### config.mk
export PLATFORM = sky130hd
export DESIGN_NAME = sys_tick_timer
export DESIGN_NICKNAME = d
export VERILOG_FILES = /design/src/rtl/stt_pkg.sv /design/src/rtl/stt_counter.sv /design/src/rtl/stt_compare.sv /design/src/rtl/sys_tick_timer.sv
export SDC_FILE = /design/constraint.sdc
export NUM_CORES = 1
export LEC_CHECK = 0
export CORE_MARGIN = 3
export CORE_UTILIZATION = 50
export CTS_CLUSTER_DIAMETER = 30
export DETAILED_ROUTE_END_ITERATION = 7
export GPL_TIMING_DRIVEN = 0
export MAX_ROUTING_LAYER = met4
export PLACE_DENSITY = 0.77
export SLEW_MARGIN = 25
export SYNTH_ARGS = -nofsm -noshare
export SYNTH_HDL_FRONTEND = slang
export SYNTH_SLANG_ARGS = --single-unit
### constraint.sdc
create_clock -name clk -period 2.3 [get_ports clk]
set_clock_uncertainty 0.2 [all_clocks]
set_input_delay 0.23 -clock clk [delete_from_list [all_inputs] [get_ports clk]]
set_output_delay 0.23 -clock clk [all_outputs]
set_load 0.01 [all_outputs]
### src/rtl/stt_pkg.sv
// Package: shared constants and register selector for the system tick timer.
// Assumes a 32-bit bus and a counter exactly twice the bus width.
package stt_pkg;
    localparam int BUS_W    = 32;
    localparam int CNT_W    = 64;
    localparam int SEL_LSB  = 2;   // byte offset -> word index
    localparam int SEL_W    = 2;
    localparam int FLAG_BIT = 0;   // match flag in control/status word
    localparam int ARM_BIT  = 4;   // compare arm bit in control/status word

    typedef enum logic [SEL_W-1:0] {
        SEL_CTRL   = 2'd0,  // 0x00
        SEL_CNT_LO = 2'd1,  // 0x04
        SEL_CNT_HI = 2'd2,  // 0x08
        SEL_CMP    = 2'd3   // 0x0C
    } reg_sel_e;
endpackage

### src/rtl/stt_counter.sv
// Module: free-running tick counter split into a low and a high half.
// The high half advances only when the low half is all ones, so the
// adder depth is one half-width and the carry lands on the wrap edge.
// Assumes CNT_W is even.
module stt_counter #(
    parameter int          CNT_W      = 64,
    parameter logic [63:0] INIT_COUNT = 64'h0
) (
    input  logic             clk,
    input  logic             rst_n,
    output logic [CNT_W-1:0] count
);
    localparam int HALF_W = CNT_W / 2;

    logic [HALF_W-1:0] lo_q;
    logic [HALF_W-1:0] hi_q;

    // Low half: count every cycle, load start value in reset.
    always_ff @(posedge clk) begin
        if (!rst_n) lo_q <= INIT_COUNT[HALF_W-1:0];
        else        lo_q <= lo_q + HALF_W'(1);
    end

    // High half: step only on the low-half rollover edge.
    always_ff @(posedge clk) begin
        if (!rst_n)      hi_q <= INIT_COUNT[CNT_W-1:HALF_W];
        else if (&lo_q)  hi_q <= hi_q + HALF_W'(1);
    end

    assign count = {hi_q, lo_q};
endmodule

### src/rtl/stt_compare.sv
// Module: one compare channel with arm bit and sticky match flag.
// Compares against the supplied low counter word; a match while armed
// sets the flag, and a set on the same edge wins over a clear.
// Assumes write strobes are single-cycle and already decoded.
module stt_compare #(
    parameter int W = 32
) (
    input  logic         clk,
    input  logic         rst_n,
    input  logic         cmp_wr,
    input  logic         ctrl_wr,
    input  logic [W-1:0] wdata,
    input  logic         clr_req,
    input  logic         arm_wdata,
    input  logic [W-1:0] cnt_lo,
    output logic [W-1:0] cmp_q,
    output logic         arm_q,
    output logic         flag_q
);
    logic hit;

    // Equality against the low word only; a disarmed channel never hits.
    always_comb hit = arm_q && (cmp_q == cnt_lo);

    // Compare register: load on a write to its offset.
    always_ff @(posedge clk) begin
        if (!rst_n)      cmp_q <= '0;
        else if (cmp_wr) cmp_q <= wdata;
    end

    // Arm bit: loaded from every control/status write.
    always_ff @(posedge clk) begin
        if (!rst_n)       arm_q <= 1'b0;
        else if (ctrl_wr) arm_q <= arm_wdata;
    end

    // Sticky flag: set on hit, else clear on write-one, else hold.
    always_ff @(posedge clk) begin
        if (!rst_n)       flag_q <= 1'b0;
        else if (hit)     flag_q <= 1'b1;
        else if (clr_req) flag_q <= 1'b0;
    end
endmodule

### src/rtl/sys_tick_timer.sv
// Module: register-mapped system tick timer with one compare interrupt.
// Decodes the bus, feeds the counter low word to the compare channel,
// muxes reads combinationally and forms the level interrupt.
// Assumes ADDR_W >= 4; address bits below the word index are ignored.
module sys_tick_timer
    import stt_pkg::*;
#(
    parameter int          ADDR_W     = 4,
    parameter logic [63:0] INIT_COUNT = 64'h0
) (
    input  logic              clk,
    input  logic              rst_n,
    input  logic              bus_wr,
    input  logic [ADDR_W-1:0] bus_addr,
    input  logic [BUS_W-1:0]  bus_wdata,
    output logic [BUS_W-1:0]  bus_rdata,
    output logic              irq
);
    reg_sel_e          sel;
    logic [CNT_W-1:0]  cnt_q;
    logic [BUS_W-1:0]  cmp_q;
    logic              arm_q;
    logic              flag_q;
    logic              ctrl_wr;
    logic              cmp_wr;
    logic              unused_addr;

    // Word select from the byte address.
    always_comb sel = reg_sel_e'(bus_addr[SEL_LSB +: SEL_W]);
    assign unused_addr = &{1'b0, bus_addr[SEL_LSB-1:0]};

    // Write decode; counter offsets have no write path.
    always_comb begin
        ctrl_wr = bus_wr && (sel == SEL_CTRL);
        cmp_wr  = bus_wr && (sel == SEL_CMP);
    end

    stt_counter #(
        .CNT_W      (CNT_W),
        .INIT_COUNT (INIT_COUNT)
    ) u_cnt (
        .clk   (clk),
        .rst_n (rst_n),
        .count (cnt_q)
    );

    stt_compare #(
        .W (BUS_W)
    ) u_cmp (
        .clk       (clk),
        .rst_n     (rst_n),
        .cmp_wr    (cmp_wr),
        .ctrl_wr   (ctrl_wr),
        .wdata     (bus_wdata),
        .clr_req   (ctrl_wr && bus_wdata[FLAG_BIT]),
        .arm_wdata (bus_wdata[ARM_BIT]),
        .cnt_lo    (cnt_q[BUS_W-1:0]),
        .cmp_q     (cmp_q),
        .arm_q     (arm_q),
        .flag_q    (flag_q)
    );

    // Read mux: status packs flag and arm, reserved bits zero.
    always_comb begin
        bus_rdata = '0;
        unique case (sel)
            SEL_CTRL: begin
                bus_rdata[FLAG_BIT] = flag_q;
                bus_rdata[ARM_BIT]  = arm_q;
            end
            SEL_CNT_LO: bus_rdata = cnt_q[BUS_W-1:0];
            SEL_CNT_HI: bus_rdata = cnt_q[CNT_W-1:BUS_W];
            SEL_CMP:    bus_rdata = cmp_q;
            default:    bus_rdata = '0;
        endcase
    end

    // Level interrupt while flagged and armed.
    assign irq = flag_q && arm_q;
endmodule

* Yosys cells after proc, flatten, opt, wreduce, memory -nomap -nowiden
Index checks and enable logic that the tools add are counted.
** Word-level totals
- Register bits after elaboration :: 98
- Bits in latches :: 0
- Bits in writable memories :: 0
- ROM bits :: 0
- Input bits :: 39
- Output and inout port bits :: 33
- Word-level logic and storage cells :: 25
- Memories kept :: 0
** Operators by class
- Add/subtract/negate cells :: 2
- Multiply operators :: 0
- Divide/modulo/power cells :: 0
- $lt $le $gt $ge :: 0
- Equal/unequal tests :: 4
- Shifts and indexed selects :: 0
- Muxes and demuxes :: 6
- Bitwise logic cells :: 0
- Reduce and logical (&&, ||, !) cells :: 8
** Operator list (number)
- $pmux W27 S3 :: 1
- $add A32 B1 Y32 const B :: 2
- $eq A32 B32 Y1 :: 1
- $reduce_and A32 Y1 :: 1
- $pmux W3 S3 :: 1
- $pmux W1 S4 :: 2
- $logic_and A1 B1 Y1 :: 5
- $eq A2 B2 Y1 const B :: 2
- $eq A2 B1 Y1 const B :: 1
- $logic_not A2 Y1 :: 1
- $mux W1 :: 2
- $reduce_bool A2 Y1 :: 1

* Logic depth before layout (Yosys ltp)
Gate-level depths: netlist of run 1.
- Depth after elaboration :: 5
- Mapped depth :: 7
- Mapped depth without buffers :: 6

* Modules after synthesis
Synthesis of run 1 repeated with hierarchy kept, for this count alone.
** Unflattened totals
- Cell total of the unflattened synthesis :: 579
- Area total of the unflattened synthesis :: 5442.7 sq um
** Modules (own cells, without submodules)
- stt_counter :: instances 1, cells each 349, area an instance 2947.8 sq um, sequential area each 1281.2 sq um
- stt_compare :: instances 1, cells each 152, area an instance 1609.0 sq um, sequential area each 680.7 sq um
- sys_tick_timer :: instances 1, cells each 78, area an instance 885.8 sq um, sequential area each 0.0 sq um

* Worst setup path after synthesis of run 1
No wires, ideal clock.
- Kind :: register to register
- Start point :: register u_cnt.lo_q[0]
- End point :: register u_cnt.hi_q[29]
- Setup time :: 0.070 ns
- Data arrival time :: 1.874 ns
- Required time :: 2.030 ns
- Setup slack :: 0.155 ns
- Cell stages (with the launch flop) :: 8
- Path buffers :: 1
- Period minus slack after synthesis :: 2.145 ns
- Path through :: dfxtp_1 > ha_1 > nand4_1 > nor4_4 > nand4_1 > buf_2 > or3_1 > a21oi_1
** On the way
- Word-level cells in the longest chain between the ends :: 1
** Ends and longest elaborated chain
- from (decl) :: RTL line stt_counter.sv:15 : logic [HALF_W-1:0] lo_q;
- from (signal assigned) :: RTL line stt_counter.sv:20 : if (!rst_n) lo_q <= INIT_COUNT[HALF_W-1:0];
- from (signal assigned) :: RTL line stt_counter.sv:21 : else lo_q <= lo_q + HALF_W'(1);
- $reduce_and A32 Y1 :: RTL line stt_counter.sv:27 : else if (&lo_q) hi_q <= hi_q + HALF_W'(1);
- to (signal assigned) :: RTL line stt_counter.sv:26 : if (!rst_n) hi_q <= INIT_COUNT[CNT_W-1:HALF_W];
- to (signal assigned) :: RTL line stt_counter.sv:27
- to (decl) :: RTL line stt_counter.sv:16 : logic [HALF_W-1:0] hi_q;
Every way passes these cells.
A chain may end at the register's enable or synchronous reset.

* Worst setup path after layout of run 1
- Start point :: input rst_n
- End point :: register u_cmp.cmp_q[22]
** RTL lines
- from (decl) :: RTL line sys_tick_timer.sv:12 : input logic rst_n,
- to (signal assigned) :: RTL line stt_compare.sv:28 : else if (cmp_wr) cmp_q <= wdata;
- to (decl) :: RTL line stt_compare.sv:16 : output logic [W-1:0] cmp_q,
No word-level cell between the ends.

==> flow_summary.toml, run 1 <==
[status]
status = "finished, violations left"
violations = "setup timing"

[clocking]
clk_path_buf_depth = 2
cts_tree = "yes"
clock_latency_ns = 0.37
cts_inserted_buffers = 9
root_buffer = "clkbuf_8"
ctsHoldBuffers = 0
clock_sinks = 98
path_clk_slew_ns = 0.11
htree_levels = 3

[logic_synthesis]
netlist_instances = 632
yosysTopAreaCell = "dfxtp_1"
ys.flop_type = "dfxtp_1"
ys_top_cells_by_area = "dfxtp_1 (38%), nand2_1 (6.6%), xor2_1 (6.4%)"
synth-async-reset-ratio = 0
yosys.area.top_type_share = 0.377
synth.net_count = 673
syn-cell-area_mm2 = 0.00520
synth.distinct_cells = 37
ys_seq_area_frac = 0.377
yosysWarnings = 0
yosysMostFrequentCell = "dfxtp_1"
syn_avg_cell_area_um2 = 8.24
synth_common_cells = "dfxtp_1 (98), nand2_1 (92), a21oi_1 (58)"
synth_enable_flop_cells = 0
ys_ff_latch = 98

[worst_setup_path]
cp_top_family = "buffers and inverters"
reg2reg_to = "u_cnt.hi_q[16]$_SDFFE_PN0P_"
cp.required_ns = 2.33
r2r_setup_slack_ns = 0
reg2reg_depth = 6
worst-path-buf-inv = 5
rr_startpoint = "u_cnt.lo_q[24]$_SDFF_PN0_"
crit_slowest_cell = "buf_1"
endpoint_kind = "flop"
path_common_cell = "clkbuf_1"
crit_chain = "clkdlybuf4s50_1 > clkbuf_1 > inv_1 > clkbuf_1 > buf_1 > a21oi_1"
crit_path_start_kind = "input port"
crit_fanout = 10
worstSetupPathType = "in -> reg"
cp.arrival_ns = 2.35
crit_path_max_incr_delay_ns = 0.55

[cells_and_area]
multi_input_area_mm2 = 0.00312
final_util = 0.670
area_growth_pct = 28.1
fin_cells = 864
seqCellArea_mm2 = 0.00202
stdcell_area_mm2 = 0.00667
diodes = 0
final_net_count = 767
nFillCells = 820
drive_gt1_frac = 0.193

[placement]
dpl_cell_area_mm2 = 0.00605
placed_cells = 833
io_buffer_count = 68
finalWeightedCongestion = 1.01
dp_hpwl_um = 12600

[routing]
drc = 0
wl_per_cell_um = 20.1
wl_met2_um = 8300
drt_pass1_iterations = 6
vias = 5365
avgViaCountPerCell = 6.21
top_layer = "met4"
wl_um = 17400
wl_met1_um = 6900
ant_nets = 0
wl_met3_um = 1580
drt_iter0_drc = 498

[sta]
fmax_ghz = 0.430
setup_ws_ns = -0.0233
rsz0062_at_grt = "yes"
setup_viol = 12
fin_hold_ws_ns = 0.187
drv_slew = 0
fin_crit_ns = 2.32
relSlewSlack = 0.568
hold_viol_final = 0
worst-slew-pin-transition_ns = 0.646
post-route-period-util = 1.01

[grt]
grt_pass1_wl_um = 25600
overflow = 0
grt_max_degree = 18
antenna_found_initial = 0
track_usage = 0.292
grt_pass1_vias = 4934

[floorplan]
fp.dieArea_mm2 = 0.0117
rows = 36
start_util = 0.523
pin_count = 72
die_h_um = 108
dieWidth_um = 108
design.core.area_mm2 = 0.00995

[run]
cap_violations = 0

[pwr]
leakage_uw = 0.00261
p_sw_frac = 0.268
vdd_drop_max_mv = 0.336
p_total_uw = 3190
p_comb_frac = 0.097
power.density_mw_per_mm2 = 478
p_int_uw = 2330
clockPowerShare = 0.356
power.switching_uw = 854
sequentialPowerShare = 0.547

[min_path]
hold_end = "u_cmp.cmp_q[21]$_SDFFE_PN0P_"
worstHoldStart = "bus_wdata[21]"
worstHoldPathType = "in -> reg"
min_path_cells = 3
state kept, by name, summed over array words and instances (netlist names):
| register | cells |
|---|---|
| u_cmp.flag_q | 1 |
| u_cnt.lo_q | 32 |
| u_cmp.cmp_q | 32 |
| u_cmp.arm_q | 1 |
| u_cnt.hi_q | 32 |
how the worst max path moves through the flow:
stage,from,endpoint,slack [ns],depth (start not counted)
finish,rst_n,u_cmp.cmp_q[22]$_SDFFE_PN0P_,-0.02,6
floorplan,u_cnt.lo_q[0]$_SDFF_PN0_,u_cnt.hi_q[29]$_SDFFE_PN0P_,0.16,7
CTS,bus_addr[3],bus_rdata[8],0.0002,4
global placement,bus_addr[2],bus_rdata[2],-0.90,6
global route,rst_n,u_cmp.cmp_q[29]$_SDFFE_PN0P_,-0.07,6
detailed placement,bus_addr[2],bus_rdata[2],-0.93,6
worst register-to-register path: stages (launching register included):
cell	delay [ns]
dfxtp_2	0.42
nand4_1	0.19
and4bb_4	0.43
nand4_1	0.28
buf_4	0.25
or3_1	0.34
a21oi_1	0.13
timing repair:
item | CTS | global route
hold endpoints to repair | 0 | 0
setup buffers | 6 | 15
endpoints found under the setup margin | 77 | 86
cloned | 0 | 2
pin swaps | 5 | 7
resized for setup | 47 | 77
kinds of logic after synthesis:
family                     synth area share
DFF                                   0.377
buffers and inverters                0.0392
xor gates and xnor gates              0.104
AOI/OAI and AO/OA                     0.143
adders and majority gates           0.00481
muxes                                0.0728
and+or+nand+nor                       0.259
power by group through the flow:
stage,clock network (uW),logic [uW],registers [uW]
2_1_floorplan,0,147,1780
5_1_grt,1190,326,1750
6_report,1130,309,1740
3_3_place_gp,0,281,1780
3_5_place_dp,0,285,1780
4_1_cts,1130,297,1750
final cells by class:
cell class,instances,share of cell area
clock buffer,11,0.0227
inverter,6,0.00338
multi-input combinational,482,0.468
buffer,38,0.0370
timing repair buffer,91,0.135
sequential,98,0.303
clock inverter,5,0.00675
tap,133,0.0250
stage by stage:
step / worst slack (ns) / TNS (ns)
finish: -0.0233 / -0.104
floorplan: 0.155 / 0
global placement: -0.895 / -46.59
detailed placement: -0.926 / -51.16
global route: -0.0653 / -1.42
CTS: 0.000249 / 0
cell usage in the layout (no fill, tap or decap), types with 6 or more instances in the layout:
cell / netlist / layout
buf_4: 0 / 19
a22o_1: 30 / 30
and3_1: 10 / 10
mux2_2: 27 / 27
nand2_1: 92 / 91
clkdlybuf4s50_1: 0 / 51
nor2_1: 42 / 42
xor2_1: 38 / 38
xnor2_1: 24 / 24
nand3_1: 27 / 25
nor4_1: 10 / 8
dlygate4sd2_1: 0 / 10
dlymetal6s2s_1: 0 / 6
dfxtp_4: 0 / 7
clkbuf_2: 2 / 10
nand4_1: 27 / 27
or3_1: 25 / 25
a21oi_1: 58 / 57
clkbuf_8: 0 / 16
o21ai_0: 29 / 28
dfxtp_1: 98 / 64
clkbuf_1: 35 / 13
dfxtp_2: 0 / 27
layer usage:
metal | vias to the layer above | global-route usage
met2 | 281 | 0.474
met4 | 0 | 0.101
li1 | 2432 | -
met1 | 2599 | 0.368
met5 | - | -
met3 | 53 | 0.0496
Note: power is estimated with default switching activity, not from simulation.
==> inputs of run 2 (changes only) <==
--- a/config.mk
+++ b/config.mk
@@ -5,6 +5,7 @@
 export SDC_FILE = /design/constraint.sdc
 export NUM_CORES = 1
 export LEC_CHECK = 0
+export CORE_ASPECT_RATIO = 1.1
 export CORE_MARGIN = 3
 export CORE_UTILIZATION = 50
 export CTS_CLUSTER_DIAMETER = 30
==> run 2 against run 1 <==
Net effect: via count is 2.8% lower; the flow still finishes with violations (setup timing); worst hold slack better by 0.0038 ns; combinational power rose by 3%; largest power group unchanged; final area rose by 0.56%; routed wire length fell by 2.7%; clock-buffer cell count rose by 1; worst setup slack lost 0.060 ns; total power increased by 1.8%; sequential cell count unchanged; core utilization down 0.14 points; sequential power about the same; critical endpoint is now u_cnt.hi_q[14]$_SDFFE_PN0P_; largest cell class unchanged; cell count rose by 0.69%.
==> flow_summary.toml, run 2 (same netlist as run 1, synthesis figures left out) <==
[grt]
antenna_found_initial = 0
grt_max_degree = 16
grt_pass1_wl_um = 26200
grt_pass1_vias = 5136
overflow = 0
track_usage = 0.300

[clocking]
htree_levels = 3
clock_latency_ns = 0.38
ctsHoldBuffers = 0
cts_tree = "yes"
cts_inserted_buffers = 9
clk_path_buf_depth = 2
root_buffer = "clkbuf_8"
path_clk_slew_ns = 0.10
clock_sinks = 98

[pwr]
power.density_mw_per_mm2 = 483
vdd_drop_max_mv = 0.383
p_total_uw = 3240
leakage_uw = 0.00254

[routing]
drc = 0
ant_nets = 0
vias = 5217
avgViaCountPerCell = 6.00
drt_pass1_iterations = 6
wl_per_cell_um = 19.4
drt_iter0_drc = 483
wl_um = 16900

[sta]
setup_viol = 11
fin_hold_ws_ns = 0.191
fin_tns_setup_ns = -0.445
fmax_ghz = 0.420
relSlewSlack = 0.591
fin_crit_ns = 2.38
setup_ws_ns = -0.0831
hold_viol_final = 0
post-route-period-util = 1.04
drv_slew = 0
rsz0062_at_grt = "yes"
worst-slew-pin-transition_ns = 0.614

[worst_setup_path]
path_common_cell = "nand4_1"
crit_chain = "ha_4 > nand4_1 > nor4_4 > nand4_1 > buf_6 > or3_4 > a21oi_2"
cp.required_ns = 2.41
endpoint_kind = "flop"
crit_slowest_cell = "nor4_4"
crit_path_start_kind = "flop"
cp.arrival_ns = 2.49
crit_fanout = 6
worstSetupPathType = "reg -> reg"
crit_path_max_incr_delay_ns = 0.43

[placement]
finalWeightedCongestion = 0.949
dp_hpwl_um = 12300
post-place-ws_ns = -0.983
io_buffer_count = 68

[cells_and_area]
diodes = 0
final_cell_mix = "nand2_1 (92), dfxtp_1 (86), clkdlybuf4s50_1 (54)"
nFillCells = 821
layout_commonest_cell = "nand2_1"
final_net_count = 766
area_growth_pct = 28.8
largest_registers = "u_cmp.cmp_q: 32 flops, u_cnt.hi_q: 32 flops, u_cnt.lo_q: 32 flops"
final_util = 0.668
multi_input_area_mm2 = 0.00320
seqCellArea_mm2 = 0.00198
drive_gt1_frac = 0.177

[floorplan]
design.core.area_mm2 = 0.0100
start_util = 0.519
pin_count = 72
die_h_um = 113
dieWidth_um = 103
fp.dieArea_mm2 = 0.0117
rows = 38

[status]
status = "finished, violations left"
violations = "setup timing"

[run]
cap_violations = 0

[min_path]
worstHoldPathType = "in -> reg"
[run 2: per-layer routing]
metal | global-route usage | part of all wire
met1 | 0.362 | 0.40
met2 | 0.476 | 0.48
met3 | 0.0573 | 0.073
met4 | 0.146 | 0.042
met5 | - | 0
[run 2: cell type report]
| cell class | instances | area share |
|---|---|---|
| plain buffers | 38 | 0.0382 |
| well taps | 140 | 0.0261 |
| inverters | 6 | 0.00336 |
| repair buffers | 90 | 0.129 |
| flip-flops and latches | 98 | 0.296 |
| clock buffers | 12 | 0.0231 |
| multi-input cells | 482 | 0.478 |
| clock inverters | 4 | 0.00746 |
[run 2: critical path, delay by kind of cell (launching register included)]
kind | cells | cell delay, ns
fa+ha+maj | 1 | 0.14
simple gates | 4 | 1.22
flops | 1 | 0.40
buf+inv | 1 | 0.24
compound gates | 1 | 0.12
[run 2: repair_timing]
action                                  CTS  global route
endpoints found under the setup margin   76            75
gates cloned                              0             3
pin swaps                                 4            21
setup buffers                             6            13
resized for setup                        50            68
[run 2: worst paths after layout]
path                                                from                      endpoint  slack (ns)  cells after the start
worst min-delay path                       bus_wdata[16]  u_cmp.cmp_q[16]$_SDFFE_PN0P_        0.19                      3
worst max-delay path            u_cnt.lo_q[0]$_SDFF_PN0_   u_cnt.hi_q[14]$_SDFFE_PN0P_       -0.08                      7
worst max register to register  u_cnt.lo_q[0]$_SDFF_PN0_   u_cnt.hi_q[14]$_SDFFE_PN0P_       -0.08                      7
worst min register to register  u_cnt.lo_q[0]$_SDFF_PN0_      u_cnt.lo_q[0]$_SDFF_PN0_        0.28                      1
[run 2: per-stage QoR]
stage / instances / area (um^2)
detailed placement: 840 / 6060
floorplan: 632 / 5200
CTS: 854 / 6410
global placement: 840 / 6060
global route: 870 / 6710
finish: 870 / 6710
[run 2: report_power, final]
| group | internal [uW] | total [uW] | switching [uW] |
|---|---|---|---|
| clock | 561 | 1180 | 614 |
| sequential | 1720 | 1750 | 28.8 |
| combinational | 154 | 319 | 165 |
| total | 2430 | 3240 | 808 |
==> inputs of run 3 (changes only) <==
--- a/config.mk
+++ b/config.mk
@@ -7,12 +7,11 @@
 export LEC_CHECK = 0
 export CORE_ASPECT_RATIO = 1.1
 export CORE_MARGIN = 3
-export CORE_UTILIZATION = 50
+export CORE_UTILIZATION = 40
 export CTS_CLUSTER_DIAMETER = 30
 export DETAILED_ROUTE_END_ITERATION = 7
 export GPL_TIMING_DRIVEN = 0
 export MAX_ROUTING_LAYER = met4
-export PLACE_DENSITY = 0.77
 export SLEW_MARGIN = 25
 export SYNTH_ARGS = -nofsm -noshare
 export SYNTH_HDL_FRONTEND = slang
==> run 3 against run 2 <==
Net effect: the run now ends clean; fmax grew 5.3%; register-to-register slack gained 0.12 ns; total power grew 12%; global-route usage shrank 5.6 points; worst setup slack gained 0.12 ns; clock power grew 34%; core utilization shrank 13 points; critical path depth shrank 1; cell count grew 1.8%; sequential share of layout area is essentially flat; combinational power shrank 2%; critical path type unchanged; critical endpoint is now u_cnt.hi_q[16]$_SDFFE_PN0P_.
==> flow_summary.toml, run 3 (same netlist as run 1, synthesis figures left out) <==
[clocking]
path_clk_slew_ns = 0.07
htree_levels = 3
clock_latency_ns = 0.37
cts_tree = "yes"
clock_sinks = 98
clk_path_buf_depth = 2
ctsHoldBuffers = 0
root_buffer = "clkbuf_16"
cts_inserted_buffers = 9

[sta]
fin_tns_setup_ns = 0
rsz0062_at_grt = "yes"
hold_viol_final = 0
post-route-period-util = 0.984
drv_slew = 0
worst-slew-pin-transition_ns = 0.563
relSlewSlack = 0.624
setup_viol = 0
fmax_ghz = 0.442
fin_crit_ns = 2.26

[worst_setup_path]
cp.required_ns = 2.40
reg2reg_to = "u_cnt.hi_q[16]$_SDFFE_PN0P_"
crit_path_start_kind = "flop"
startpoint = "u_cnt.lo_q[27]$_SDFF_PN0_"
crit_fanout = 6
crit_chain = "nand4_1 > and4bb_4 > nand4_1 > buf_4 > or3_1 > a21oi_1"
path_common_cell = "nand4_1"
rr_startpoint = "u_cnt.lo_q[27]$_SDFF_PN0_"
cp.arrival_ns = 2.36
reg2reg_depth = 6
worstSetupPathType = "reg -> reg"
r2r_setup_slack_ns = 0.04
crit_path_max_incr_delay_ns = 0.44
endpoint = "u_cnt.hi_q[16]$_SDFFE_PN0P_"
endpoint_kind = "flop"
crit_slowest_cell = "dfxtp_1"

[pwr]
leakage_uw = 0.00260
power.density_mw_per_mm2 = 538
vdd_drop_max_mv = 0.308

[routing]
wl_um = 17100
drc = 0
wl_met1_um = 7600
avgViaCountPerCell = 5.64
top_layer = "met4"
drt_pass1_iterations = 5
drt_iter0_drc = 425
wl_met3_um = 838
wl_per_cell_um = 19.3
ant_nets = 0
vias = 5001
wl_met2_um = 8130

[cells_and_area]
final_net_count = 765
drive_gt1_frac = 0.185
diodes = 0
stdcell_area_mm2 = 0.00676
final_cell_mix = "nand2_1 (91), dfxtp_1 (75), a21oi_1 (57)"
multi_input_area_mm2 = 0.00315
largest_registers = "u_cmp.cmp_q: 32 flops, u_cnt.hi_q: 32 flops, u_cnt.lo_q: 32 flops"
seqCellArea_mm2 = 0.00200
final_util = 0.535
fin_cells = 886
layout_commonest_cell = "nand2_1"
nFillCells = 1170
area_growth_pct = 29.9

[grt]
grt_max_degree = 16
overflow = 0
antenna_found_initial = 0
track_usage = 0.244
grt_pass1_wl_um = 26100
grt_pass1_vias = 4828

[floorplan]
start_util = 0.412
design.core.area_mm2 = 0.0126
die_h_um = 126
dieWidth_um = 115
fp.dieArea_mm2 = 0.0144
rows = 43
pin_count = 72

[placement]
io_buffer_count = 68
placed_cells = 857
dp_hpwl_um = 12800
finalWeightedCongestion = 0.906
dpl_cell_area_mm2 = 0.00608

[status]
status = "complete, no violations"

[run]
cap_violations = 0

[min_path]
worstHoldPathType = "in -> reg"
[run 3: cell count changes in the layout (fill, tap and decap cells not counted), sizes merged]
cell / delta
dlygate4sd2: +6
clkdlybuf4s50: -5
buf: -3
clkinv: +2
clkbuf: +1
clkdlybuf4s15: -1
clkinvlp: -1
[run 3: area by class of cell]
class | instances | area share
multi-input combinational | 482 | 0.465
sequential | 98 | 0.296
timing repair buffer | 89 | 0.125
clock buffer | 11 | 0.0374
buffer | 38 | 0.0368
tap | 157 | 0.0291
clock inverter | 5 | 0.00777
inverter | 6 | 0.00333
[run 3: repair_timing]
action,in CTS,in global routing
endpoints found under the hold margin,0,0
gates cloned,0,1
setup endpoints to repair,79,68
pin swaps,3,8
setup buffers,5,15
resized for setup,51,62
[run 3: worst max-delay path: cells and delay by family, from the launching register on]
family,cells,cell delay [ns]
flops,1,0.44
compound gates,1,0.14
simple gates,4,1.20
buf+inv,1,0.22
[run 3: routing by layer]
layer / up-vias / GRT usage
met5: - / -
li1: 2422 / -
met1: 2388 / 0.317
met2: 159 / 0.380
met3: 32 / 0.0336
met4: 0 / 0.107
[run 3: where the power goes]
part           internal (uW)  total (uW)  switching, uW
Sequential              1720        1750           29.6
Clock                    897        1580            680
Combinational            152         314            162
[run 3: metrics by stage]
stage | hold slack (ns) | power [uW] | worst slack, ns
6_report | 0.207 | 3640 | 0.0358
4_1_cts | 0.206 | 3640 | 0.00538
3_5_place_dp | 0.277 | 2070 | -1.01
3_3_place_gp | 0.266 | 2070 | -1.02
5_1_grt | 0.223 | 3740 | -0.0493
2_1_floorplan | 0.166 | 1920 | 0.155
[run 3: worst min-delay path by stage]
stage / start / to / slack [ns] / cells after the start
global route: bus_wdata[21] / u_cmp.cmp_q[21]$_SDFFE_PN0P_ / 0.22 / 3
CTS: bus_wdata[16] / u_cmp.cmp_q[16]$_SDFFE_PN0P_ / 0.21 / 3
detailed placement: u_cmp.cmp_q[16]$_SDFFE_PN0P_ / u_cmp.cmp_q[16]$_SDFFE_PN0P_ / 0.28 / 2
global placement: u_cmp.cmp_q[30]$_SDFFE_PN0P_ / u_cmp.cmp_q[30]$_SDFFE_PN0P_ / 0.27 / 2
finish: bus_wdata[17] / u_cmp.cmp_q[17]$_SDFFE_PN0P_ / 0.21 / 3
floorplan: bus_wdata[0] / u_cmp.cmp_q[0]$_SDFFE_PN0P_ / 0.17 / 2
